$ cat config.mk
export PLATFORM = sky130hd
export DESIGN_NAME = conv_pixel_sequencer
export DESIGN_NICKNAME = d
export VERILOG_FILES = /design/src/rtl/conv_seq_pkg.sv /design/src/rtl/conv_seq_scan.sv /design/src/rtl/conv_seq_load_ptr.sv /design/src/rtl/conv_pixel_sequencer.sv
export SDC_FILE = /design/constraint.sdc
export NUM_CORES = 1
export LEC_CHECK = 0
export ABC_CLOCK_PERIOD_IN_PS = 5950
export BUFFER_PORTS_ARGS = -buffer_cell sky130_fd_sc_hd__buf_2
export CORE_AREA = 8 8 177 128
export DETAILED_ROUTE_END_ITERATION = 7
export DIE_AREA = 0 0 185 136
export GPL_TIMING_DRIVEN = 0
export SLEW_MARGIN = 25
export SYNTH_ARGS = -nofsm -noshare
export SYNTH_HDL_FRONTEND = slang
export SYNTH_HIERARCHICAL = 1
export SYNTH_SLANG_ARGS = --single-unit
$ cat constraint.sdc
create_clock -name clk -period 5.95 [get_ports clk]
set_input_delay 0 -clock clk [delete_from_list [all_inputs] [get_ports clk]]
set_output_delay 0 -clock clk [all_outputs]
set_load 0.02 [all_outputs]
$ cat src/rtl/conv_seq_pkg.sv
package conv_seq_pkg;
  typedef enum logic [3:0] {
    ST_IDLE, ST_ROW, ST_PIX0, ST_POS, ST_PE, ST_WSET, ST_PP, ST_WB, ST_ADV
  } seq_state_e;

  localparam logic       LD_ROW   = 1'b0;
  localparam logic       LD_PIXEL = 1'b1;
  localparam logic       WB_SETUP = 1'b0;
  localparam logic       WB_WRITE = 1'b1;
  localparam logic [1:0] GP_NONE  = 2'd0;
  localparam logic [1:0] GP_SET   = 2'd1;
  localparam logic [1:0] GP_ACC   = 2'd2;
endpackage

$ cat src/rtl/conv_seq_scan.sv
// Raster position counter: column inner, row outer.
module conv_seq_scan #(
  parameter int DIM_W = 8
) (
  input  logic             clk,
  input  logic             rst,
  input  logic             init,
  input  logic             adv,
  input  logic [DIM_W-1:0] height,
  input  logic [DIM_W-1:0] width,
  output logic [DIM_W-1:0] y,
  output logic [DIM_W-1:0] x,
  output logic             last
);
  always_ff @(posedge clk) begin
    if (rst || init) begin
      y <= '0;
      x <= '0;
    end else if (adv) begin
      if (x == width - DIM_W'(1)) begin
        x <= '0;
        y <= y + DIM_W'(1);
      end else begin
        x <= x + DIM_W'(1);
      end
    end
  end

  assign last = (y == height - DIM_W'(1)) && (x == width - DIM_W'(1));
endmodule

$ cat src/rtl/conv_seq_load_ptr.sv
// Pointer to the next pixel the image cache has not yet received.
module conv_seq_load_ptr #(
  parameter int DIM_W = 8
) (
  input  logic             clk,
  input  logic             rst,
  input  logic             init,
  input  logic             adv,
  input  logic [DIM_W-1:0] height,
  input  logic [DIM_W-1:0] width,
  output logic [DIM_W-1:0] row,
  output logic [DIM_W-1:0] col,
  output logic             in_map
);
  always_ff @(posedge clk) begin
    if (rst) begin
      row <= '0;
      col <= '0;
    end else if (init) begin
      row <= DIM_W'(1);
      col <= '0;
    end else if (adv) begin
      if (col == width - DIM_W'(1)) begin
        col <= '0;
        row <= row + DIM_W'(1);
      end else begin
        col <= col + DIM_W'(1);
      end
    end
  end

  assign in_map = row < height;
endmodule

$ cat src/rtl/conv_pixel_sequencer.sv
module conv_pixel_sequencer
  import conv_seq_pkg::*;
#(
  parameter int DIM_W = 8,
  parameter int CH_W  = 8
) (
  input  logic             clk,
  input  logic             rst,
  input  logic [DIM_W-1:0] cfg_height,
  input  logic [DIM_W-1:0] cfg_width,
  input  logic [CH_W-1:0]  cfg_ch_in,
  input  logic [CH_W-1:0]  cfg_ch_out,
  input  logic             cfg_stride2,
  input  logic             cfg_gpool,
  input  logic             start,
  output logic             busy,
  output logic             done,
  output logic             ld_valid,
  input  logic             ld_ready,
  output logic             ld_kind,
  output logic [DIM_W-1:0] ld_row,
  output logic [DIM_W-1:0] ld_col,
  output logic             pe_valid,
  input  logic             pe_ready,
  output logic [DIM_W-1:0] pe_y,
  output logic [DIM_W-1:0] pe_x,
  output logic [CH_W-1:0]  pe_ci,
  output logic             pp_valid,
  input  logic             pp_ready,
  output logic [CH_W-1:0]  pp_co,
  output logic [CH_W-1:0]  pp_bias_ci,
  output logic             wb_valid,
  input  logic             wb_ready,
  output logic             wb_op,
  output logic [DIM_W-1:0] wb_y,
  output logic [DIM_W-1:0] wb_x,
  output logic [CH_W-1:0]  wb_co,
  output logic [1:0]       wb_gp
);
  seq_state_e       state;
  logic [DIM_W-1:0] h_q, w_q;
  logic [CH_W-1:0]  ch_in_q, ch_out_q, ci_q, co_q;
  logic             stride2_q, gpool_q, done_q;

  logic [DIM_W-1:0] sy, sx, lrow, lcol, yo, xo;
  logic             slast, lin, launch, skip;
  logic             ld_fire, pe_fire, pp_fire, wb_fire;

  assign launch = (state == ST_IDLE) && start;

  conv_seq_scan #(.DIM_W(DIM_W)) u_scan (
    .clk(clk), .rst(rst), .init(launch),
    .adv((state == ST_ADV) && !slast),
    .height(h_q), .width(w_q), .y(sy), .x(sx), .last(slast)
  );

  conv_seq_load_ptr #(.DIM_W(DIM_W)) u_lptr (
    .clk(clk), .rst(rst), .init(launch),
    .adv(ld_fire && (state != ST_ROW)),
    .height(h_q), .width(w_q), .row(lrow), .col(lcol), .in_map(lin)
  );

  // Command ports, driven from registered state and counters
  assign ld_valid = (state == ST_ROW) || (((state == ST_PIX0) || (state == ST_POS)) && lin);
  assign ld_kind  = (state == ST_ROW) ? LD_ROW : LD_PIXEL;
  assign ld_row   = (state == ST_ROW) ? '0 : lrow;
  assign ld_col   = (state == ST_ROW) ? '0 : lcol;

  assign pe_valid = (state == ST_PE);
  assign pe_y     = sy;
  assign pe_x     = sx;
  assign pe_ci    = ci_q;

  assign pp_valid   = (state == ST_PP);
  assign pp_co      = co_q;
  assign pp_bias_ci = ch_in_q;

  assign yo       = stride2_q ? {1'b0, sy[DIM_W-1:1]} : sy;
  assign xo       = stride2_q ? {1'b0, sx[DIM_W-1:1]} : sx;
  assign wb_valid = (state == ST_WSET) || (state == ST_WB);
  assign wb_op    = (state == ST_WB) ? WB_WRITE : WB_SETUP;
  assign wb_y     = yo;
  assign wb_x     = xo;
  assign wb_co    = co_q;
  assign wb_gp    = !gpool_q ? GP_NONE :
                    ((yo == '0) && (xo == '0)) ? GP_SET : GP_ACC;

  assign ld_fire = ld_valid && ld_ready;
  assign pe_fire = pe_valid && pe_ready;
  assign pp_fire = pp_valid && pp_ready;
  assign wb_fire = wb_valid && wb_ready;

  assign skip = stride2_q && (sx[0] || sy[0]);
  assign busy = (state != ST_IDLE);
  assign done = done_q;

  always_ff @(posedge clk) begin
    if (rst) begin
      state     <= ST_IDLE;
      done_q    <= 1'b0;
      h_q       <= '0;
      w_q       <= '0;
      ch_in_q   <= '0;
      ch_out_q  <= '0;
      stride2_q <= 1'b0;
      gpool_q   <= 1'b0;
      ci_q      <= '0;
      co_q      <= '0;
    end else begin
      done_q <= 1'b0;
      unique case (state)
        ST_IDLE: if (start) begin
          h_q       <= cfg_height;
          w_q       <= cfg_width;
          ch_in_q   <= cfg_ch_in;
          ch_out_q  <= cfg_ch_out;
          stride2_q <= cfg_stride2;
          gpool_q   <= cfg_gpool;
          state     <= ST_ROW;
        end
        ST_ROW:  if (ld_fire) state <= ST_PIX0;
        ST_PIX0: if (!lin || ld_fire) state <= ST_POS;
        ST_POS:  if (!lin || ld_fire) begin
          if (skip) state <= ST_ADV;
          else begin
            ci_q  <= '0;
            state <= ST_PE;
          end
        end
        ST_PE: if (pe_fire) begin
          if (ci_q == ch_in_q - CH_W'(1)) state <= ST_WSET;
          else ci_q <= ci_q + CH_W'(1);
        end
        ST_WSET: if (wb_fire) begin
          co_q  <= '0;
          state <= ST_PP;
        end
        ST_PP: if (pp_fire) state <= ST_WB;
        ST_WB: if (wb_fire) begin
          if (co_q == ch_out_q - CH_W'(1)) state <= ST_ADV;
          else begin
            co_q  <= co_q + CH_W'(1);
            state <= ST_PP;
          end
        end
        ST_ADV: begin
          if (slast) begin
            state  <= ST_IDLE;
            done_q <= 1'b1;
          end else begin
            state <= ST_POS;
          end
        end
        default: state <= ST_IDLE;
      endcase
    end
  end
endmodule

==> metrics <==
Post-Route WL between 15 and 20 mm; worst setup margin 1990 ps; Die Footprint between 20000 and 30000 sq um; Final Hold Vio Count 0; Synthesis Warnings 6; crit path from w_q[0]; DR iter-0 viols slightly below 500; RSZ-0062 raised after global routing false; CTS tree built; hold path start rst; Detail Route Antenna Nets 0; num rows 44; most common flop cell mapped by yosys dfxtp_1; area grow syn2layout 28.4%; WL/cell 16.4 microns; Total Nets Final 973; placed insts about 1100; Worst setup SP type register; relative slew slack 0.410; total CTS buffers 9; Mean Syn Cell Area about 8 sq um; Final Instance Area between 7000 and 8000 sq um; worst r2r src w_q[0]; CTS Sinks a little under 90; placed inst area just under 7000 sq um; PwrDens around 300 nW/um^2; nature of the critical path endpoint register; global-route wire length before repair ~31 mm; register bit total from synthesis 87; # IOs between 100 and 150; Tcrit/Tclk final 0.666; Final Wtd Congestion 0.827; Clk Latency, worst-skew pair approximately 360 ps; Crit path arrival time approximately 4200 ps; Layout Cells excl Fill between 1000 and 1500; outcome complete, no violations; CTS max path bufs 2; Clk pin slew, worst setup/hold paths 70 ps; Slew Viols, Final 0; post-synth cell types 77; Overall Global Routing Usage 0.155; total grt overflow 0; DRC violations left 0; Layout Utilization 0.374; commonest non-fill, non-tap cell in the layout buf_2; H-Tree Depth 3; via count of the first global-routing pass 5727; Min-Delay Path Class in -> reg; Pleak ~3.1 nW; post-CTS sizing 0; EDFF count, synth 0; Post-Place Setup Slack 1970 ps; max cap viols 0; CP Data Required Time 6220 ps; Die Ht 136 microns; WS Path Type reg -> reg; IO buf count between 100 and 150; Max rail drop VDD ~0.13 mV; Pwr Total 2.32 mW; Detailed Routing Iterations Pass 1 5; crit path max fanout 12; Seq/Total Area, Yosys 0.297; Avg Vias per Cell 5.04; Slew @ Worst Pin around 900 ps; final setup vio count 0; area of the core just over 20000 sq um; via total after detailed routing 6017; antenna cells 0; synthesized instance count 739; Max Fclk 253 MHz; share of cells above drive strength 1 0.223; starting density of the core 0.291; post-synthesis async set-or-reset flop share 0; most frequent cells in the layout 135 x buf_2, 98 x nand2_1, 87 x dfxtp_1; Tmin final between 3000 and 4000 ps; chip width approximately 190 microns; skew final roughly 8.5 ps; initial antenna violation count 0; Fin Hold WS 96.9 ps; hpwl dp around 15 mm; Setup TNS 0 ps; Root Buffer Master clkbuf_16; Syn Nets approximately 800; Syn Std Cell Area 5860 sq um; largest net degree at the start of global routing 16
[per-layer routing]
metal,track usage,vias to the layer above,share of wire
li1,-,3018,-
met1,0.218,2834,0.50
met2,0.230,146,0.43
met3,0.0366,19,0.051
met4,0.0448,0,0.015
met5,0,-,0
[final cells by class]
| type | count | area (sq um) |
|---|---|---|
| Clock inverter | 7 | 96.3 |
| Timing Repair Buffer | 164 | 991 |
| Buffer | 45 | 236 |
| Inverter | 28 | 105 |
| Tap cell | 276 | 345 |
| Clock buffer | 9 | 225 |
| Sequential cell | 87 | 1740 |
| Fill cell | 2146 | 12600 |
| Multi-Input combinational cell | 579 | 3790 |
[worst max-delay path, cell delays in order, from the launching register on]
cell      delay (ps)
dfxtp_1          620
inv_1            100
ha_1             230
buf_6            140
nor2b_1          120
or3_1            370
a31oi_2          220
and3_1           170
clkbuf_1         220
nand2_1           90
nor4_1           480
nor2_1           160
buf_4            210
and3_1           170
and3_1           200
nand4_1          110
xor2_1            80
a211oi_1         200
[cell usage after synthesis, drive strengths merged (5+ instances only)]
library cell	instances	area share
and2	5	0.0058
inv	27	0.017
buf	20	0.023
o21bai	5	0.0064
a21oi	61	0.052
and3	13	0.014
nor4	10	0.014
a31oi	13	0.015
dfxtp	87	0.30
nand3	23	0.020
nor2b	27	0.029
o31ai	7	0.0098
o41ai	9	0.013
nand4	15	0.017
a211oi	13	0.017
ha	18	0.038
nand3b	6	0.0077
mux2	15	0.029
xnor2	32	0.048
and4	5	0.0075
nand2b	11	0.012
o211ai	5	0.0064
xor2	27	0.042
or3	23	0.025
nand2	98	0.063
o311ai	9	0.013
clkbuf	24	0.015
nor3	25	0.023
nor2	30	0.019
o21ai	20	0.017
or4	8	0.011
[final timing paths]
path	end	slack [ps]	cells after the start
worst min-delay path	u_lptr/row[0]	100	3
worst min register to register	gpool_q	460	2
worst max-delay path	u_scan/x[7]	1990	17
worst max register to register	u_scan/x[7]	1990	17
[registers in the layout (all words and copies together) (netlist names)]
signal      flops
state           4
done            1
u_lptr/row      8
pp_bias_ci      8
h_q             8
gpool_q         1
u_lptr/col      8
w_q             8
stride2_q       1
ch_out_q        8
pp_co           8
u_scan/x        8
pe_ci           8
u_scan/y        8
[timing repair]
action | in CTS | in global routing
setup buffers | 0 | 0
hold endpoints to repair | 34 | 0
hold buffers | 34 | 0
[power breakdown]
| part | switching [mW] | internal (mW) | leakage [nW] |
|---|---|---|---|
| logic | 0.569 | 0.383 | 2.28 |
| clock network | 0.259 | 0.369 | 0.148 |
| registers | 0.0991 | 0.639 | 0.706 |
[kinds of logic (layout without fill, tap and decap cells)]
| family | count (synthesis) | after routing | synth area share |
|---|---|---|---|
| xor gates and xnor gates | 59 | 59 | 0.0894 |
| AOI/OAI and AO/OA | 169 | 169 | 0.194 |
| and+or+nand+nor | 316 | 316 | 0.291 |
| adders and majority gates | 18 | 18 | 0.0384 |
| buffers and inverters | 73 | 253 | 0.0582 |
| DFF | 87 | 87 | 0.297 |
| muxes | 17 | 17 | 0.0322 |
Power figures use the tool's default switching activity.
